[src/rtl/thermal_alarm_pkg.sv]
// Package: shared widths, register addresses and the Celsius-to-code
// conversion used by the configuration registers.
package thermal_alarm_pkg;
    localparam int CODE_W = 8;            // sensor code width
    localparam int N_RISE = 3;            // rising levels packed in one word
    localparam int N_LVL  = N_RISE + 1;   // plus the falling level
    localparam int ID_W   = 3;            // width of the priority identity

    localparam logic [1:0] ADDR_RISE = 2'd0;
    localparam logic [1:0] ADDR_FALL = 2'd1;
    localparam logic [1:0] ADDR_EN   = 2'd2;
    localparam logic [1:0] ADDR_STAT = 2'd3;  // read: status, write: clear

    // Convert a Celsius set point to a sensor code, clamped to 0..255.
    function automatic logic [CODE_W-1:0] celsius_to_code(
        input logic [CODE_W-1:0] celsius,
        input logic [CODE_W-1:0] trim,
        input logic [CODE_W-1:0] bias
    );
        logic signed [CODE_W+2:0] sum;
        sum = $signed({3'b000, celsius}) + $signed({3'b000, trim})
            - $signed({3'b000, bias});
        if (sum < 0)
            return '0;
        else if (sum > 11'sd255)
            return '1;
        else
            return sum[CODE_W-1:0];
    endfunction
endpackage

[src/rtl/thermal_alarm_cfg.sv]
// Configuration registers: stores converted threshold codes and enables.
// It decodes the clear location into a one-cycle clear mask. Assumes the
// trim input is stable whenever a threshold is written.
module thermal_alarm_cfg
    import thermal_alarm_pkg::*;
#(
    parameter logic [CODE_W-1:0] BIAS     = 8'd25,
    parameter logic [CODE_W-1:0] FALLBACK = 8'h37
) (
    input  logic                           clk,
    input  logic                           rst_n,
    input  logic [CODE_W-1:0]              trim_in,
    input  logic                           wr_en,
    input  logic [1:0]                     wr_addr,
    input  logic [31:0]                    wr_data,
    output logic [N_RISE-1:0][CODE_W-1:0]  rise_thr,
    output logic [CODE_W-1:0]              fall_thr,
    output logic [N_LVL-1:0]               lvl_en,
    output logic [N_LVL-1:0]               clr
);
    logic [CODE_W-1:0] trim_eff;
    logic              unused_bits;

    // Substitute the fallback trim for an unprogrammed (zero) trim.
    always_comb trim_eff = (trim_in == '0) ? FALLBACK : trim_in;

    // Bits no register decodes.
    always_comb unused_bits = ^wr_data[30:24];

    // Threshold and enable storage, converted on write.
    always_ff @(posedge clk) begin
        if (!rst_n) begin
            rise_thr <= '1;
            fall_thr <= '0;
            lvl_en   <= '0;
        end else if (wr_en) begin
            case (wr_addr)
                ADDR_RISE: for (int i = 0; i < N_RISE; i++)
                    rise_thr[i] <= celsius_to_code(wr_data[CODE_W*i +: CODE_W], trim_eff, BIAS);
                ADDR_FALL: fall_thr <= celsius_to_code(wr_data[CODE_W-1:0], trim_eff, BIAS);
                ADDR_EN:   lvl_en   <= wr_data[N_LVL-1:0];
                default:   ;
            endcase
        end
    end

    // Clear mask: per-level bits, or every level when bit 31 is set.
    always_comb begin
        clr = '0;
        if (wr_en && wr_addr == ADDR_STAT)
            clr = wr_data[31] ? '1 : wr_data[N_LVL-1:0];
    end
endmodule

[src/rtl/thermal_alarm_level.sv]
// One threshold detector: latches a pending bit on a crossing sample and
// stays disarmed until a sample on the other side of the threshold.
// FALLING selects "at or below" in place of "at or above".
module thermal_alarm_level
    import thermal_alarm_pkg::*;
#(
    parameter bit FALLING = 1'b0
) (
    input  logic              clk,
    input  logic              rst_n,
    input  logic              smp_vld,
    input  logic [CODE_W-1:0] smp_code,
    input  logic [CODE_W-1:0] thr,
    input  logic              clr,
    output logic              pend
);
    logic armed;
    logic beyond;
    logic fire;

    // Which side of the threshold the sample lies on.
    generate
        if (FALLING) begin : g_fall
            always_comb beyond = (smp_code <= thr);
        end else begin : g_rise
            always_comb beyond = (smp_code >= thr);
        end
    endgenerate

    // A crossing counts only while armed.
    always_comb fire = smp_vld && beyond && armed;

    // Arming follows each valid sample; a set beats a same-cycle clear.
    always_ff @(posedge clk) begin
        if (!rst_n) begin
            armed <= 1'b1;
            pend  <= 1'b0;
        end else begin
            if (smp_vld)
                armed <= !beyond;
            pend <= fire || (pend && !clr);
        end
    end
endmodule

[src/rtl/thermal_alarm_prio.sv]
// Priority encoder: reports the most urgent enabled pending event
// (falling, then level 2, 1, 0) and drives the combined interrupt.
module thermal_alarm_prio
    import thermal_alarm_pkg::*;
(
    input  logic [N_LVL-1:0] pend,
    input  logic [N_LVL-1:0] lvl_en,
    output logic [ID_W-1:0]  top_id,
    output logic             irq
);
    logic [N_LVL-1:0] live;

    // Pick the identity of the highest-priority live event.
    always_comb begin
        live   = pend & lvl_en;
        irq    = |live;
        top_id = '0;
        for (int i = 0; i < N_LVL; i++)
            if (live[i])
                top_id = ID_W'(i + 1);
    end
endmodule

[src/rtl/thermal_alarm_unit.sv]
// Top: threshold interrupt unit. Holds the last valid sample, instantiates
// the configuration block, one detector per level and the priority
// encoder, and serves a combinational register read.
module thermal_alarm_unit
    import thermal_alarm_pkg::*;
#(
    parameter int          CELSIUS_BIAS  = 25,
    parameter logic [7:0]  TRIM_FALLBACK = 8'h37
) (
    input  logic        clk,
    input  logic        rst_n,
    input  logic [7:0]  code_in,
    input  logic        code_vld,
    input  logic [7:0]  trim_in,
    input  logic        wr_en,
    input  logic [1:0]  wr_addr,
    input  logic [31:0] wr_data,
    input  logic [1:0]  rd_addr,
    output logic [31:0] rd_data,
    output logic        irq
);
    logic [N_RISE-1:0][CODE_W-1:0] rise_thr;
    logic [CODE_W-1:0]             fall_thr;
    logic [N_LVL-1:0]              lvl_en;
    logic [N_LVL-1:0]              clr;
    logic [N_LVL-1:0]              pend;
    logic [ID_W-1:0]               top_id;
    logic [CODE_W-1:0]             cur_code;

    thermal_alarm_cfg #(
        .BIAS     (CODE_W'(CELSIUS_BIAS)),
        .FALLBACK (TRIM_FALLBACK)
    ) u_cfg (
        .clk      (clk),
        .rst_n    (rst_n),
        .trim_in  (trim_in),
        .wr_en    (wr_en),
        .wr_addr  (wr_addr),
        .wr_data  (wr_data),
        .rise_thr (rise_thr),
        .fall_thr (fall_thr),
        .lvl_en   (lvl_en),
        .clr      (clr)
    );

    generate
        for (genvar g = 0; g < N_LVL; g++) begin : g_lvl
            if (g < N_RISE) begin : g_r
                thermal_alarm_level #(.FALLING(1'b0)) u_det (
                    .clk(clk), .rst_n(rst_n), .smp_vld(code_vld),
                    .smp_code(code_in), .thr(rise_thr[g]),
                    .clr(clr[g]), .pend(pend[g])
                );
            end else begin : g_f
                thermal_alarm_level #(.FALLING(1'b1)) u_det (
                    .clk(clk), .rst_n(rst_n), .smp_vld(code_vld),
                    .smp_code(code_in), .thr(fall_thr),
                    .clr(clr[g]), .pend(pend[g])
                );
            end
        end
    endgenerate

    thermal_alarm_prio u_prio (
        .pend   (pend),
        .lvl_en (lvl_en),
        .top_id (top_id),
        .irq    (irq)
    );

    // Capture the code of each valid sample.
    always_ff @(posedge clk) begin
        if (!rst_n)
            cur_code <= '0;
        else if (code_vld)
            cur_code <= code_in;
    end

    // Register read multiplexer.
    always_comb begin
        case (rd_addr)
            ADDR_RISE: rd_data = {8'hFF, rise_thr[2], rise_thr[1], rise_thr[0]};
            ADDR_FALL: rd_data = {24'd0, fall_thr};
            ADDR_EN:   rd_data = {28'd0, lvl_en};
            default:   rd_data = {13'd0, top_id, 4'd0, pend, cur_code};
        endcase
    end
endmodule

[config.mk]
export PLATFORM = sky130hd
export DESIGN_NAME = thermal_alarm_unit
export DESIGN_NICKNAME = d
export VERILOG_FILES = /design/src/rtl/thermal_alarm_pkg.sv /design/src/rtl/thermal_alarm_cfg.sv /design/src/rtl/thermal_alarm_level.sv /design/src/rtl/thermal_alarm_prio.sv /design/src/rtl/thermal_alarm_unit.sv
export SDC_FILE = /design/constraint.sdc
export NUM_CORES = 1
export LEC_CHECK = 0
export ABC_CLOCK_PERIOD_IN_PS = 5400
export CORE_UTILIZATION = 58
export DETAILED_ROUTE_END_ITERATION = 7
export PLACE_DENSITY = 0.91
export SLEW_MARGIN = 20
export SYNTH_ARGS = -nofsm -noshare
export SYNTH_HDL_FRONTEND = slang
export SYNTH_HIERARCHICAL = 1
export SYNTH_SLANG_ARGS = --single-unit
[constraint.sdc]
create_clock -name clk -period 5.4 [get_ports clk]
set_input_delay 0.54 -clock clk [delete_from_list [all_inputs] [get_ports clk]]
set_output_delay 0.54 -clock clk [all_outputs]
set_load 0.02 [all_outputs]
==> reports/qor.yml <==
final_layout_size_suffix_gt1_share_pct: 5.05
antenna_found_initial: 0
pwr-share-seq_pct: 35.2
synth-edff-count: 0
max_cap_viol_count: 0
wl_met2_um: 5840
ys_async_sr_fraction_pct: 0
rsz0062_at_grt: "no"
dp.cells: 748
ant_nets: 0
finalMaxSlewViolations: 0
ioPinCount: 89
clockBufferDepth: 2
place_congestion: 0.923
routed_wl_um: 12400
cp-end-kind: "flop"
synth_cell_types: 63
fillers: 561
seq_area_frac_synth_pct: 22.0
clock-root-buffer: "clkbuf_8"
worst_pin_slew_ns: 0.980
rows: 32
fin_worst_skew_ns: 0.00465
cts_tree: "done"
dr_total_vias: 4559
p_clk_share_pct: 25.0
routed.top_layer: "met4"
initial_core_util_pct: 60.7
worstPathMaxFanout: 8
netlist_instances: 580
syn_avg_cell_area_um2: 8.17
stdcell_count: 755
crit_arrival_ns: 4.05
layout_common_cells: "91 x inv_1, 81 x clkdlybuf4s50_1, 77 x ha_1"
placed_area_um2: 5580
critPathRequiredTime_ns: 5.58
timing.setup.tns_ns: 0
postCtsSetupRepairBufs: 0
synth_top_flop_cell: "dfxtp_1"
peakVddDrop_mv: 0.165
wl_met3_um: 855
max_freq_mhz: 259
hpwl_um: 9790
outcome: "finished, final reports clean"
path_cells: "clkdlybuf4s50_1, or4_1, nor2_1, nor2_1, ha_1, inv_1, ha_1, fa_1, a211oi_1, o21bai_1, o21ai_0, a31o_2, o21ai_0"
p_int_uw: 813
dieArea_um2: 8540
p_sw_uw: 422
netSwitchingFraction_pct: 34.2
drtIter0Drc: 315
pwr-share-comb_pct: 39.8
nets: 789
grt_max_degree: 29
ys_ff_latch: 52
start_kind: "input port"
viasPerCell: 6.04
cts_sinks: 52
post_cts_resized: 0
wl_met1_um: 5200
hp-class: "reg2reg"
setup_viol: 0
n_antenna_cell: 0
fp.coreArea_um2: 7810
powerDensity_nw_per_um2: 216
clk_latency_ns: 0.30
fin_crit_sh_pct: 71.6
synthesis.yosys.warnings: 6
leakagePower_uw: 0.00271
synth.net_count: 716
wl_per_cell_um: 16.4
fp.dieH_um: 92.4
cts_buffers: 5
slowest_delay_ns: 0.53
portBuffers: 81
overflow: 0
drtPass1Iterations: 5
synth_area_um2: 4740
gr-usage-all-layers_pct: 29.3
drc: 0
period_needed_ns: 3.87
crit_type: "in2reg"
clkTransAtPathRegs_ns: 0.09
grt_pass1_vias: 4350
slew_headroom_pct: 34.5
cts_hold_buf: 0
area_growth_pct: 20.5
layout_commonest_cell: "inv_1"
grt_pass1_wl_um: 20100
finalHoldViolCount: 0
h-tree-depth: 2
cp_slowest_cell: "or4_1"
postLayoutCellArea_um2: 5710
die_x_um: 92.4
==> flip-flops by register name, indices dropped and copies added (netlist names) <==
name                   cells
g_lvl.g_f.u_det/pend       1
u_cfg/fall_thr             8
g_lvl.g_r.u_det/pend       3
g_lvl.g_r.u_det/armed      3
g_lvl.g_f.u_det/armed      1
u_cfg/rise_thr            24
cur_code                   8
u_cfg/lvl_en               4
==> cell families (layout without fill, tap and decap cells) <==
group                      count (synthesis)  in the layout  synth area share (%)
and+or+nand+nor                          148            148                  16.3
AOI/OAI and AO/OA                        158            158                  22.9
adders and majority gates                 80             80                  21.6
xor gates and xnor gates                  14             14                  2.59
buffers and inverters                    109            182                  9.66
muxes                                     19             19                  5.07
DFF                                       52             52                  22.0
==> through the flow <==
step / setup WS (ns) / power, µW / hold WS [ns] / util [%]
floorplan: 2.11 / 764 / 0.449 / -
global placement: 1.45 / 896 / 0.463 / 71.5
detailed placement: 1.31 / 923 / 0.468 / 71.5
CTS: 1.58 / 1230 / 0.490 / 73.1
global route: 1.35 / 1300 / 0.536 / 73.1
finish: 1.53 / 1230 / 0.487 / 73.1
==> power groups by stage <==
stage / combinational (µW) / sequential (µW) / clock, µW
floorplan: 333 / 432 / 0
global placement: 456 / 440 / 0
detailed placement: 481 / 442 / 0
CTS: 486 / 433 / 307
global route: 540 / 437 / 325
finish: 492 / 435 / 308
==> per-layer routing <==
metal,up-vias,track usage [%]
li1,2175,-
met1,2110,36.5
met2,231,50.3
met3,43,3.78
met4,0,12.8
met5,-,0
==> layout make-up <==
type                            count  area (µm²)  area share [%]
Multi-Input combinational cell    419        3240            56.8
Sequential cell                    52        1040            18.2
Timing Repair Buffer               83         826            14.5
Inverter                           92         345            6.05
Tap cell                          102         128            2.24
Clock buffer                        5        68.8            1.21
Clock inverter                      2        60.1            1.05
==> final timing paths <==
kind                                         startpoint                                     to  slack [ns]  depth (start not counted)
setup / recovery                             trim_in[2]        u_cfg/rise_thr[23]$_SDFFE_PN1P_        1.53                         13
hold / removal    g_lvl[3].g_f.u_det/armed$_SDFFE_PN1P_  g_lvl[3].g_f.u_det/armed$_SDFFE_PN1P_        0.49                          2
setup reg to reg        u_cfg/rise_thr[10]$_SDFFE_PN1P_     g_lvl[1].g_r.u_det/pend$_SDFF_PN0_        3.67                          6
hold reg to reg   g_lvl[3].g_f.u_det/armed$_SDFFE_PN1P_  g_lvl[3].g_f.u_det/armed$_SDFFE_PN1P_        0.49                          2
==> synth_stat cells, types with 4 or more instances <==
cell type	count	area share [%]
dfxtp_1	52	22
o21ai_0	28	3.0
mux4_2	4	1.9
a21oi_1	45	4.8
nor3b_1	4	0.63
a211oi_1	12	1.9
xnor2_1	4	0.74
a22oi_1	4	0.63
nor2_1	49	3.9
a21o_1	10	1.6
a22o_1	7	1.3
nand3_1	6	0.63
ha_1	77	20
nor2b_1	15	2.0
and2_1	10	1.3
nand2b_1	5	0.66
o21a_1	4	0.63
xor2_1	10	1.8
nor3_1	10	1.1
a31oi_1	5	0.66
mux2i_1	15	3.2
inv_1	91	7.2
o2bb2ai_1	4	0.74
a32oi_1	4	0.74
buf_4	8	1.3
o211ai_1	7	1.1
nand2_1	26	2.1
nand4_1	4	0.53
clkbuf_1	4	0.32
o21bai_1	4	0.63
==> critical path: cells and delay by family <==
| kind | cells | cell delay (ns) |
|---|---|---|
| fa+ha+maj | 3 | 0.97 |
| simple gates | 3 | 0.97 |
| buf+inv | 2 | 0.46 |
| compound gates | 5 | 1.08 |
No activity file was read; power rests on OpenSTA's default activity.
